### config.mk
export PLATFORM = sky130hd
export DESIGN_NAME = uart_frame_tx
export DESIGN_NICKNAME = d
export VERILOG_FILES = /design/src/rtl/uart_tx_pkg.sv /design/src/rtl/uart_tx_cfg_decode.sv /design/src/rtl/uart_tx_parity.sv /design/src/rtl/uart_tx_frame_build.sv /design/src/rtl/uart_tx_seq.sv /design/src/rtl/uart_frame_tx.sv
export SDC_FILE = /design/constraint.sdc
export NUM_CORES = 1
export LEC_CHECK = 0
export ABC_CLOCK_PERIOD_IN_PS = 2750
export BUFFER_PORTS_ARGS = -buffer_cell sky130_fd_sc_hd__buf_2
export CAP_MARGIN = 25
export CORE_ASPECT_RATIO = 1.25
export CORE_MARGIN = 2
export CORE_UTILIZATION = 54
export DETAILED_ROUTE_END_ITERATION = 12
export PLACE_DENSITY = 0.79
export SYNTH_ARGS = -nofsm -noshare
export SYNTH_HDL_FRONTEND = slang
export SYNTH_SLANG_ARGS = --single-unit
### constraint.sdc
create_clock -name clk -period 2.75 [get_ports clk]
set_input_delay 0.825 -clock clk [delete_from_list [all_inputs] [get_ports clk]]
set_output_delay 0.825 -clock clk [all_outputs]
set_load 0.05 [all_outputs]
### src/rtl/uart_tx_pkg.sv
// Shared types for the UART frame transmitter.
// Assumes parity selector encoding 00 zero, 01 one, 10 odd, 11 even.
package uart_tx_pkg;
    typedef enum logic [1:0] {
        PAR_ZERO = 2'b00,
        PAR_ONE  = 2'b01,
        PAR_ODD  = 2'b10,
        PAR_EVEN = 2'b11
    } par_mode_e;

    typedef struct packed {
        logic      long_char;
        logic      two_stop;
        logic      par_on;
        par_mode_e par;
        logic      brk;
    } frame_cfg_t;
endpackage

### src/rtl/uart_tx_cfg_decode.sv
// Decodes the raw mode inputs into a frame configuration record.
// Assumes the synchronous bit-length field is irrelevant here and never sees it.
module uart_tx_cfg_decode
    import uart_tx_pkg::*;
(
    input  logic [1:0] frame_mode,
    input  logic       par_off,
    input  logic [1:0] par_sel,
    input  logic       brk_en,
    output frame_cfg_t cfg
);
    // Map the mode pins onto named configuration fields.
    always_comb begin
        cfg.long_char = frame_mode[1];
        cfg.two_stop  = frame_mode[0];
        cfg.par_on    = ~par_off;
        cfg.par       = par_mode_e'(par_sel);
        cfg.brk       = brk_en;
    end
endmodule

### src/rtl/uart_tx_parity.sv
// Computes the parity bit for a character of short or long length.
// Assumes the short length is not larger than the long length.
module uart_tx_parity
    import uart_tx_pkg::*;
#(
    parameter int CHAR_W_LONG  = 8,
    parameter int CHAR_W_SHORT = 7
) (
    input  logic [CHAR_W_LONG-1:0] data,
    input  logic                   long_char,
    input  par_mode_e              mode,
    output logic                   par_bit
);
    logic [CHAR_W_LONG-1:0] mask;
    logic                   ones_odd;

    // Keep only the character bits that are sent.
    always_comb begin
        for (int i = 0; i < CHAR_W_LONG; i++) begin
            mask[i] = long_char || (i < CHAR_W_SHORT);
        end
        ones_odd = ^(data & mask);
    end

    // Pick the parity value for the selected mode.
    always_comb begin
        unique case (mode)
            PAR_ZERO: par_bit = 1'b0;
            PAR_ONE:  par_bit = 1'b1;
            PAR_ODD:  par_bit = ~ones_odd;
            PAR_EVEN: par_bit = ones_odd;
            default:  par_bit = 1'b0;
        endcase
    end
endmodule

### src/rtl/uart_tx_frame_build.sv
// Assembles the complete frame as a bit vector (position 0 is sent first),
// together with its length in bits. Positions past the length are ones.
// Assumes FRAME_W holds start, the long character, parity and STOP_MAX stops.
module uart_tx_frame_build
    import uart_tx_pkg::*;
#(
    parameter int CHAR_W_LONG  = 8,
    parameter int CHAR_W_SHORT = 7,
    parameter int STOP_MAX     = 2,
    parameter int FRAME_W      = 1 + CHAR_W_LONG + 1 + STOP_MAX,
    parameter int CNT_W        = $clog2(FRAME_W + 1)
) (
    input  logic [CHAR_W_LONG-1:0] data,
    input  frame_cfg_t             cfg,
    output logic [FRAME_W-1:0]     frame,
    output logic [CNT_W-1:0]       len
);
    logic par_bit;
    int   n_char;
    int   n_stop;
    int   n_par;

    uart_tx_parity #(
        .CHAR_W_LONG (CHAR_W_LONG),
        .CHAR_W_SHORT(CHAR_W_SHORT)
    ) u_par (
        .data     (data),
        .long_char(cfg.long_char),
        .mode     (cfg.par),
        .par_bit  (par_bit)
    );

    // Field sizes for the selected mode.
    always_comb begin
        n_char = cfg.long_char ? CHAR_W_LONG : CHAR_W_SHORT;
        n_stop = cfg.two_stop ? STOP_MAX : 1;
        n_par  = cfg.par_on ? 1 : 0;
        len    = CNT_W'(1 + n_char + n_par + n_stop);
    end

    // Place start, character, parity and stop bits; break clears all.
    always_comb begin
        frame = '1;
        frame[0] = 1'b0;
        for (int p = 1; p < FRAME_W; p++) begin
            if (p <= n_char) begin
                frame[p] = data[p-1];
            end else if ((n_par == 1) && (p == n_char + 1)) begin
                frame[p] = par_bit;
            end
        end
        if (cfg.brk) begin
            frame = '0;
        end
    end
endmodule

### src/rtl/uart_tx_seq.sv
// Shifts a loaded frame onto the line, one bit per baud tick.
// Assumes load is only raised in a tick cycle and len is at least 1.
module uart_tx_seq #(
    parameter int FRAME_W = 12,
    parameter int CNT_W   = $clog2(FRAME_W + 1)
) (
    input  logic               clk,
    input  logic               rst_n,
    input  logic               tick,
    input  logic               load,
    input  logic [FRAME_W-1:0] frame,
    input  logic [CNT_W-1:0]   len,
    output logic               txd,
    output logic               active,
    output logic               last
);
    logic [FRAME_W-1:0] sh_q;
    logic [CNT_W-1:0]   rem_q;

    // Advance the line by one bit on each tick.
    always_ff @(posedge clk) begin
        if (!rst_n) begin
            txd    <= 1'b1;
            active <= 1'b0;
            sh_q   <= '1;
            rem_q  <= '0;
        end else if (tick) begin
            if (load) begin
                txd    <= frame[0];
                sh_q   <= {1'b1, frame[FRAME_W-1:1]};
                rem_q  <= len - CNT_W'(1);
                active <= 1'b1;
            end else if (active && (rem_q != '0)) begin
                txd   <= sh_q[0];
                sh_q  <= {1'b1, sh_q[FRAME_W-1:1]};
                rem_q <= rem_q - CNT_W'(1);
            end else begin
                txd    <= 1'b1;
                active <= 1'b0;
            end
        end
    end

    // Flag the final bit of the frame.
    assign last = active && (rem_q == '0);
endmodule

### src/rtl/uart_frame_tx.sv
// UART frame transmitter top: handshake, configuration capture, sequencing.
// Assumes baud_tick is a one-cycle pulse; the synchronous bit-length field is unused.
module uart_frame_tx
    import uart_tx_pkg::*;
#(
    parameter int CHAR_W_LONG  = 8,
    parameter int CHAR_W_SHORT = 7,
    parameter int STOP_MAX     = 2,
    parameter int LEN_FIELD_W  = 3
) (
    input  logic                   clk,
    input  logic                   rst_n,
    input  logic                   baud_tick,
    input  logic                   in_valid,
    output logic                   in_ready,
    input  logic [CHAR_W_LONG-1:0] in_data,
    input  logic [1:0]             frame_mode,
    input  logic                   par_off,
    input  logic [1:0]             par_sel,
    input  logic                   brk_en,
    input  logic                   sync_sel,
    input  logic [LEN_FIELD_W-1:0] bit_len,
    output logic                   txd,
    output logic                   busy
);
    localparam int FRAME_W = 1 + CHAR_W_LONG + 1 + STOP_MAX;
    localparam int CNT_W   = $clog2(FRAME_W + 1);

    frame_cfg_t         cfg;
    logic [FRAME_W-1:0] frame;
    logic [CNT_W-1:0]   len;
    logic               active;
    logic               last;
    logic               accept;
    logic               unused_len;

    // The bit-length field only matters in synchronous mode.
    assign unused_len = ^bit_len;

    uart_tx_cfg_decode u_cfg (
        .frame_mode(frame_mode),
        .par_off   (par_off),
        .par_sel   (par_sel),
        .brk_en    (brk_en),
        .cfg       (cfg)
    );

    uart_tx_frame_build #(
        .CHAR_W_LONG (CHAR_W_LONG),
        .CHAR_W_SHORT(CHAR_W_SHORT),
        .STOP_MAX    (STOP_MAX),
        .FRAME_W     (FRAME_W),
        .CNT_W       (CNT_W)
    ) u_build (
        .data (in_data),
        .cfg  (cfg),
        .frame(frame),
        .len  (len)
    );

    // Accept only on a tick, in asynchronous mode, when the line frees up.
    always_comb begin
        in_ready = baud_tick && !sync_sel && (!active || last);
        accept   = in_valid && in_ready;
    end

    uart_tx_seq #(
        .FRAME_W(FRAME_W),
        .CNT_W  (CNT_W)
    ) u_seq (
        .clk   (clk),
        .rst_n (rst_n),
        .tick  (baud_tick),
        .load  (accept),
        .frame (frame),
        .len   (len),
        .txd   (txd),
        .active(active),
        .last  (last)
    );

    assign busy = active;
endmodule

==> out/qor.txt <==
Yosys top cell by area - dfxtp_1
Clk_lat worst skew - 290 ps
Worst-path clk slew - 100 ps
Vias/cell - 5.73
Die span in x - 46.2 um
Async S/R FF share, synth - 0%
RSZ-0062 raised after global routing - no
NumNets Final - 197
Root buffer cell - clkbuf_4
CTS tree - yes
Worst setup EP type - output port
Cell Pwr Density - 408 mW/mm^2
Setup violators final - 0
Maximum root-to-sink buffer count - 2
DRC - 0
Initial drt markers - 14
CP max-delay cell - or3b_4
Top FF cell, synth - dfxtp_1
Initial antenna violation count - 0
Pre-CTS WS - 239 ps
Tot GR Track Use - 23.7%
Pin count of the biggest net entering global routing - 22
Min-delay worst type - flop to flop
Syn Nets - 174
# Max-Cap Violations - 0
Final instance area - 0.00140 sq mm
Core Area - 0.00216 sq mm
Antenna Cells - 0
Via count - 1,140
RePlAce Congestion - 0.802
Filler cells - 196
Worst hold slack - 489 ps
Cells along the critical path - inv_1, ha_4, or3b_4, nand2_4, nand2_2, nor2_4, buf_8
Slew Limit Fails - 0
Synthesized area - 0.00120 sq mm
CP peak stage delay - 410 ps
Synthesized flop and latch total - 17
Share of the synthesized area in the top cell type - 28.3%
R2R cell count - 9
Worst setup slack after layout - 62.5 ps
Grt ovf - 0
Total CTS buffers - 3
Arrival time at the worst endpoint - 1860 ps
Final worst path period share - 97.7%
CP required - 1930 ps
Status - finished, final reports clean
Slew HR - 70.3%
Top post-synthesis cells by area - dfxtp_1, a311oi_1, o21ai_0
Final WL - 2760 um
Yosys warns - 0
Wirelength per Cell - 13.8 um
Cell variety after synth - 45
Die height - 56.7 um
First-pass GRT wire length - 4670 um
Setup TNS - 0 ps
Worst Hold Depth - 2
CP Max Fanout - 5
Vias in the first global route - 1,092
Avg Inst Size Synth - 8.23 sq um
I/O Buffers - 21
TritonRoute pass-1 iters - 6
Hold_sp - u_seq.txd
Initial Util - 55.5%
Io pins - 25
Post-DP Area - 0.00132 sq mm
Area Overhead vs Synth - 16.3%
Post-Route Skew - 1.32 ps
Syn Inst Count - 146
Worst vdd ir - 0.359 mV
Dpl hpwl - 2020 um
Period minus WS final - 2690 ps
Htree depth - 1
Endpoints failing hold - 0
Critical R2R Launch - u_seq.rem_q[0]
Share of layout cells above drive strength 1 - 24.4%
Clock sinks - 17
Launch point of the worst path - u_seq.rem_q[0]
DIE AREA - 0.00262 sq mm
Number of synthesized flops with an enable pin - 0
CP Class - flop to output port
Post-synthesis sequential area ratio - 28.3%
# rows - 19
Routed Antenna Nets - 0
Tightest Pin Transition - 442 ps
Achievable Freq - 372 MHz
Startpoint types - flop
Leak Pwr - 0.553 nW
path summary, 6_finish.rpt:
check / to / slack [ps]
max reg2reg: u_seq.sh_q[2] / 290
min: u_seq.txd / 490
max: in_ready / 60
min reg2reg: u_seq.txd / 490
state kept, by name, indices dropped and copies added (netlist names):
signal	count
u_seq.rem_q	4
u_seq.active	1
u_seq.txd	1
u_seq.sh_q	11
power breakdown:
part / switching [W] / internal [W]
combinational: 0.0000944 / 0.0000727
clock: 0.0000840 / 0.0000541
sequential: 0.00000845 / 0.000256
total: 0.000187 / 0.000383
stage by stage:
step	cells	util [%]	total power [W]
2_1_floorplan	146	-	0.000381
3_3_place_gp	194	61.1	0.000417
3_5_place_dp	194	61.1	0.000423
4_1_cts	198	62.9	0.000561
5_1_grt	199	64.5	0.000601
6_report	199	64.5	0.000570
kinds of logic after synthesis:
group                      Yosys count  share of synthesized area [%]
adders and majority gates            6                           6.88
muxes                                2                           1.67
xor gates and xnor gates             7                           5.10
buffers and inverters               17                           6.98
and+or+nand+nor                     54                           25.0
DFF                                 17                           28.3
AOI/OAI and AO/OA                   43                           26.0
worst max-delay path, delay by kind of cell, from the launching register on:
family	cells	cell delay, ps
buffers and inverters	2	290
AND/OR/NAND/NOR	4	770
flip-flops	1	340
adder cells (fa/ha/maj)	1	160
repair_timing:
item | in CTS | in global routing
endpoints found under the setup margin | 1 | 1
pin swaps | 0 | 2
setup buffers | 0 | 1
hold buffers | 0 | 0
resized for setup | 4 | 6
placed cells by master (no fill, tap or decap), drive strengths merged, types with 2 or more instances in the layout:
master	instances
buf	25
dfxtp	17
o21ai	14
nor2	12
inv	9
nand2	9
a311oi	8
nor2b	7
nand3	6
ha	5
nor3b	4
xor2	4
and2b	4
a21boi	4
a21oi	3
o211ai	3
xnor2	3
clkbuf	3
or2b	2
mux2i	2
nand4	2
nor3	2
clkinv	2
a21o	2
layout make-up:
class                           instances  area (sq um)  share of cell area (%)
Multi-Input combinational cell        112           807                    57.8
Tap cell                               31          38.8                    2.78
Clock buffer                            3          22.5                    1.61
Inverter                               10          37.5                    2.69
Clock inverter                          1          5.00                   0.358
Timing Repair Buffer                   25           145                    10.4
Sequential cell                        17           340                    24.4
synth_stat cells, types with 2 or more instances:
cell type,instances
nor3_1,2
a21oi_1,3
nor2_1,12
xor2_1,4
nand4_1,2
and2b_2,4
nand2_1,9
a21boi_0,3
a311oi_1,8
mux2i_1,2
inv_1,9
dfxtp_1,17
nor3b_1,4
ha_1,5
nor2b_1,7
nand3_1,6
o21ai_0,13
xnor2_1,3
o211ai_1,3
clkbuf_1,4
or2b_1,2
layer usage:
metal	vias up	routed length [um]	track usage, %
met5	-	0	0
met4	0	96	8.98
met3	10	80	2.57
met2	31	1480	41.7
met1	531	1100	27.9
li1	568	-	-
(Power assumes the default switching activity.)
